$ cat config.mk
export PLATFORM = sky130hd
export DESIGN_NAME = opshf_top
export DESIGN_NICKNAME = d
export VERILOG_FILES = /design/src/rtl/opshf_pkg.sv /design/src/rtl/opshf_decode.sv /design/src/rtl/opshf_barrel.sv /design/src/rtl/opshf_top.sv
export SDC_FILE = /design/constraint.sdc
export NUM_CORES = 1
export LEC_CHECK = 0
export ABC_AREA = 0
export BUFFER_PORTS_ARGS = -buffer_cell sky130_fd_sc_hd__buf_2
export CORE_ASPECT_RATIO = 0.8
export CORE_MARGIN = 2
export CORE_UTILIZATION = 30
export DETAILED_ROUTE_END_ITERATION = 16
export PLACE_DENSITY = 0.47
export SLEW_MARGIN = 5
export SYNTH_ARGS = -nofsm -noshare
export SYNTH_HDL_FRONTEND = slang
export SYNTH_SLANG_ARGS = --single-unit
$ cat constraint.sdc
create_clock -name vclk -period 4.6
set_input_delay 0.23 -clock vclk [all_inputs]
set_output_delay 0.23 -clock vclk [all_outputs]
set_load 0.1 [all_outputs]
$ cat src/rtl/opshf_pkg.sv
package opshf_pkg;

    typedef enum logic [1:0] {
        SK_LSL = 2'd0,
        SK_LSR = 2'd1,
        SK_ASR = 2'd2,
        SK_ROR = 2'd3
    } shkind_e;

    typedef enum logic [2:0] {
        OP_PASS,
        OP_LSL,
        OP_LSR,
        OP_LSR_ALL,
        OP_ASR,
        OP_ASR_ALL,
        OP_ROR,
        OP_RRX
    } shop_e;

    localparam int KIND_LSB = 5;
    localparam int AMT_LSB  = 7;

endpackage

$ cat src/rtl/opshf_decode.sv
module opshf_decode
    import opshf_pkg::*;
#(
    parameter int AW = 5
) (
    input  logic [AW+AMT_LSB-1:KIND_LSB] i_field,
    output shop_e                         o_op,
    output logic [AW-1:0]                 o_amt
);

    shkind_e kind;
    logic    amt_zero;

    always_comb begin
        kind     = shkind_e'(i_field[KIND_LSB+1:KIND_LSB]);
        o_amt    = i_field[AW+AMT_LSB-1:AMT_LSB];
        amt_zero = (o_amt == '0);
    end

    // Resolve kind and zero amount into one operation.
    always_comb begin
        unique case (kind)
            SK_LSL:  o_op = amt_zero ? OP_PASS    : OP_LSL;
            SK_LSR:  o_op = amt_zero ? OP_LSR_ALL : OP_LSR;
            SK_ASR:  o_op = amt_zero ? OP_ASR_ALL : OP_ASR;
            SK_ROR:  o_op = amt_zero ? OP_RRX     : OP_ROR;
            default: o_op = OP_PASS;
        endcase
    end

    // a zero amount must never leave a plain shift operation.
    always_comb begin
        p_zero_amt_resolved_r9: assert (!(amt_zero &&
            (o_op == OP_LSR || o_op == OP_ASR || o_op == OP_ROR || o_op == OP_LSL)))
            else $error("zero amount decoded to plain shift");
    end

endmodule

$ cat src/rtl/opshf_barrel.sv
module opshf_barrel #(
    parameter int W   = 33,
    parameter int SW  = 5,
    parameter bit ROT = 1'b0
) (
    input  logic [W-1:0]  i_din,
    input  logic [SW-1:0] i_amt,
    input  logic          i_fill,
    output logic [W-1:0]  o_dout
);

    logic [W-1:0] stg [SW+1];

    assign stg[0] = i_din;

    for (genvar k = 0; k < SW; k++) begin : g_stage
        localparam int S = 1 << k;
        logic [W-1:0] moved;
        if (ROT) begin : g_rot
            assign moved = {stg[k][S-1:0], stg[k][W-1:S]};
        end else begin : g_shr
            assign moved = {{S{i_fill}}, stg[k][W-1:S]};
        end
        assign stg[k+1] = i_amt[k] ? moved : stg[k];
    end

    if (ROT) begin : g_fill_unused
        logic unused_fill;
        assign unused_fill = i_fill;
    end

    assign o_dout = stg[SW];

endmodule

$ cat src/rtl/opshf_top.sv
module opshf_top
    import opshf_pkg::*;
#(
    parameter int DW = 32
) (
    input  logic [DW-1:0]              i_val,
    input  logic [$clog2(DW)+AMT_LSB-1:0] i_opfield,
    input  logic                       i_cin,
    input  logic                       i_upd,
    output logic [DW-1:0]              o_val,
    output logic                       o_cout
);

    localparam int AW = $clog2(DW);

    shop_e          op;
    logic [AW-1:0]  amt;
    logic           unused_low;

    assign unused_low = ^i_opfield[KIND_LSB-1:0];

    opshf_decode #(.AW(AW)) u_dec (
        .i_field (i_opfield[AW+AMT_LSB-1:KIND_LSB]),
        .o_op    (op),
        .o_amt   (amt)
    );

    // Shared shifter: left shifts run through it bit-reversed.
    // A guard bit below the data catches the last bit shifted out.
    logic [DW-1:0] val_rev, sh_rev;
    logic [DW:0]   sh_in, sh_out;
    logic          is_left, fill;

    for (genvar b = 0; b < DW; b++) begin : g_rev
        assign val_rev[b] = i_val[DW-1-b];
        assign sh_rev[b]  = sh_out[DW-b];
    end

    assign is_left = (op == OP_LSL);
    assign fill    = (op == OP_ASR) ? i_val[DW-1] : 1'b0;
    assign sh_in   = {is_left ? val_rev : i_val, 1'b0};

    opshf_barrel #(.W(DW+1), .SW(AW), .ROT(1'b0)) u_shr (
        .i_din  (sh_in),
        .i_amt  (amt),
        .i_fill (fill),
        .o_dout (sh_out)
    );

    logic [DW-1:0] rot_out;

    opshf_barrel #(.W(DW), .SW(AW), .ROT(1'b1)) u_rot (
        .i_din  (i_val),
        .i_amt  (amt),
        .i_fill (1'b0),
        .o_dout (rot_out)
    );

    // Output selection per resolved operation.
    logic cout_raw;

    always_comb begin
        unique case (op)
            OP_PASS: begin
                o_val    = i_val;
                cout_raw = i_cin;
            end
            OP_LSL: begin
                o_val    = sh_rev;
                cout_raw = sh_out[0];
            end
            OP_LSR, OP_ASR: begin
                o_val    = sh_out[DW:1];
                cout_raw = sh_out[0];
            end
            OP_LSR_ALL: begin
                o_val    = '0;
                cout_raw = i_val[DW-1];
            end
            OP_ASR_ALL: begin
                o_val    = {DW{i_val[DW-1]}};
                cout_raw = i_val[DW-1];
            end
            OP_ROR: begin
                o_val    = rot_out;
                cout_raw = rot_out[DW-1];
            end
            OP_RRX: begin
                o_val    = {i_cin, i_val[DW-1:1]};
                cout_raw = i_val[0];
            end
            default: begin
                o_val    = i_val;
                cout_raw = i_cin;
            end
        endcase
    end

    assign o_cout = i_upd ? cout_raw : i_cin;

    // Port-level checks across decoder, barrels and selection.
    always_comb begin
        p_hold_carry_r10: assert (i_upd || (o_cout == i_cin))
            else $error("carry not held with update low");
        p_pass_lsl0_r3: assert (!(i_opfield[AW+AMT_LSB-1:KIND_LSB] == '0) ||
                                 (o_val == i_val))
            else $error("lsl #0 changed value");
        p_lsr_all_r5: assert (!(op == OP_LSR_ALL) || (o_val == '0))
            else $error("lsr #32 result not zero");
        p_asr_all_r7: assert (!(op == OP_ASR_ALL) ||
                              (o_val == {DW{i_val[DW-1]}}))
            else $error("asr #32 result not sign");
        p_rrx_top_r9: assert (!(op == OP_RRX) || (o_val[DW-1] == i_cin))
            else $error("rrx top bit not carry");
        p_ror_carry_r8: assert (!(op == OP_ROR && i_upd) ||
                                (o_cout == o_val[DW-1]))
            else $error("ror carry not result msb");
    end

endmodule

==> run metrics <==
Slowest cell on crit path sky130_fd_sc_hd__a32oi_1; Largest stage delay, worst path 620 ps; cell with the most instances after synthesis sky130_fd_sc_hd__nor2_1; layout cell share with drive strength beyond 1 22.29%; signal arrival time at the worst endpoint 3750 ps; count of mapped cells out of synthesis 920; top cell type's share of synthesized area 14.08%; All-Layer GR Usage 31.77%; Post-Syn Area 6256 um^2; Post-Synth XOR/XNOR Area 0%; detailed router's first-iteration violation count 1,261; cell taking the most area after synthesis sky130_fd_sc_hd__mux2i_1; final total negative setup slack 0 ps; average detailed-routed wire length per instance 30.15 um; Final nets 972; slew margin rel. 38.35%; maximum number of pins on one net before global-route repair 52; floorplan die area 22,030 um^2; final cell area excluding filler cells 7143 um^2; Routability Congestion 1.077; crit end category output pin; combinational family with the most area after synthesis compound AO/OA/AOI/OAI gates; post-synthesis mux area share 31.18%; number of pins with negative max-slew slack in the final report 0; top-level I/O count 79; Cell Chain, Critical Path buf_2 > nor2_4 > buf_4 > nand2_1 > a32oi_1 > mux4_2 > o21ai_1 > o21ai_1 > a221oi_1 > nor2_1 > buf_2; final worst path period need 3981 ps; leakage power total 2.808 nW; simple-gate portion of the synthesized area 23.64%; Synth cell types 75; post-synthesis sequential area ratio 0%; CP bufs+invs 3; unrepaired setup endpoints after global routing no; top cell types by occurrence after synthesis 105 x sky130_fd_sc_hd__nor2_1, 100 x sky130_fd_sc_hd__nand2_1, 88 x sky130_fd_sc_hd__mux2i_1; final WL 35.97 mm; highest ir drop seen on vdd 0.1405 mV; number of detailed-routing iterations run before antenna repair 6; wire length of the first global-routing pass 51.96 mm; Worst Path Required 4370 ps; total placed instance area 7143 um^2; Cell Pwr Density 197.6 nW/um^2; # diodes 0; number of antenna violations at the first check in global routing 1; Hold Violations, Final 0; number of flip-flops and latches 0; post-route antenna net violation count 0; Core Box Area 20,580 um^2; hold_buf cts 0; post-detailed-route via-to-cell ratio 6.966; syn_nets 966; Post-route DRC 0; detailed placement HPWL 26.67 mm; Synth Area in Adders 0%; buffer count from post-CTS setup fixing 0; vias in the first global route 7,572; run status completed; Die Height 133.2 um; top post-synthesis cells by area sky130_fd_sc_hd__mux2i_1 14%, sky130_fd_sc_hd__mux4_2 13%, sky130_fd_sc_hd__nor2_1 6.3%, sky130_fd_sc_hd__nand2_1 6.0%, sky130_fd_sc_hd__clkbuf_1 4.7%; layout overhead on the synthesized area 14.18%; Worst Path Class, Setup in2out; type of origin of the critical path input pin; family of cells with the greatest summed delay on the critical path compound AO/OA/AOI/OAI gates; starting utilization of the core area 30.40%; Final setup viols 0; input/output buffers 74; filler instances 2,263; area taken by flip-flops and latches 0 um^2; row cnt 47; Congestion Overflow GR 0; reported max-cap violation count 0; synthesized-area fraction occupied by ao, oa, aoi and oai cells 36.60%; clock buffer count 0; maximum frequency from static timing analysis 251.2 MHz; post-route clock period utilization 86.55%; path class of the lowest-slack min-delay path in2out; total number of yosys warnings 0; slew at the pin with the worst max-slew slack 924.7 ps; count of cells resized by post-cts repair 0; per-instance average area after synthesis 6.800 um^2; number of vias in the routed layout 8,311; CP Max Fanout 27; width of the chip 165.5 um
final timing paths:
kind / from / endpoint / slack [ps] / cells past startpoint
max: i_opfield[6] / o_val[15] / 620 / 11
min: i_cin / o_cout / 950 / 4
cells by family after synthesis:
kind of cell	Yosys count
compound gates	320
mux	148
buf+inv	133
simple gates	319
final cells by class:
| cell class | instances | area [um^2] | area share [%] |
|---|---|---|---|
| inverters | 13 | 48.80 | 0.6831 |
| multi-input cells | 787 | 5742 | 80.38 |
| well taps | 269 | 336.6 | 4.712 |
| repair buffers | 124 | 1016 | 14.22 |
layout by cell type (no fill, tap or decap), types with 6 or more instances in the layout:
cell and instances:
sky130_fd_sc_hd__a221oi_1 18, sky130_fd_sc_hd__a221o_1 16, sky130_fd_sc_hd__nand3_1 9, sky130_fd_sc_hd__o22ai_1 12, sky130_fd_sc_hd__o21ai_0 42, sky130_fd_sc_hd__mux2_2 22, sky130_fd_sc_hd__mux2i_1 88, sky130_fd_sc_hd__buf_2 56
sky130_fd_sc_hd__nor3b_1 6, sky130_fd_sc_hd__a21oi_1 51, sky130_fd_sc_hd__a211o_1 6, sky130_fd_sc_hd__o21a_1 12, sky130_fd_sc_hd__nor3_1 36, sky130_fd_sc_hd__a211oi_1 20, sky130_fd_sc_hd__a22oi_1 10, sky130_fd_sc_hd__a21o_1 8
sky130_fd_sc_hd__o211ai_1 25, sky130_fd_sc_hd__inv_1 9, sky130_fd_sc_hd__o21ai_1 19, sky130_fd_sc_hd__buf_12 18, sky130_fd_sc_hd__a31oi_1 8, sky130_fd_sc_hd__nor2_1 104, sky130_fd_sc_hd__buf_4 50, sky130_fd_sc_hd__nand2_1 100
sky130_fd_sc_hd__nor4_1 13, sky130_fd_sc_hd__or3_1 9, sky130_fd_sc_hd__nor2b_1 6, sky130_fd_sc_hd__mux4_2 35, sky130_fd_sc_hd__o31ai_1 8
power by group:
| group | leakage, nW | switching (mW) | internal [mW] | total [mW] |
|---|---|---|---|---|
| clock network | 0 | 0 | 0 | 0 |
| logic | 2.81 | 0.976 | 0.436 | 1.41 |
| registers | 0 | 0 | 0 | 0 |
| total | 2.81 | 0.976 | 0.436 | 1.41 |
metal layers:
metal  wire length [um]  vias up  track usage (%)
li1                   -     3589                -
met1              14430     3956            44.98
met2              15030      651            46.82
met3               5133      113            9.278
met4               1363        2            8.621
met5                 13        -                0
metrics by stage:
stage / hold WS [ps] / utilization (%) / std cells / power [mW] / worst slack [ps]
floorplan: 960.0 / - / 920 / 0.9446 / 14.70
global placement: 955.5 / 34.71 / 1193 / 1.375 / 727.3
detailed placement: 945.4 / 34.71 / 1193 / 1.372 / 752.7
CTS: 955.2 / 34.71 / 1193 / 1.376 / 723.3
global route: 990.6 / 34.71 / 1193 / 1.461 / 435.5
finish: 952.0 / 34.71 / 1193 / 1.412 / 618.6
Note: power is estimated with default switching activity, not from simulation.
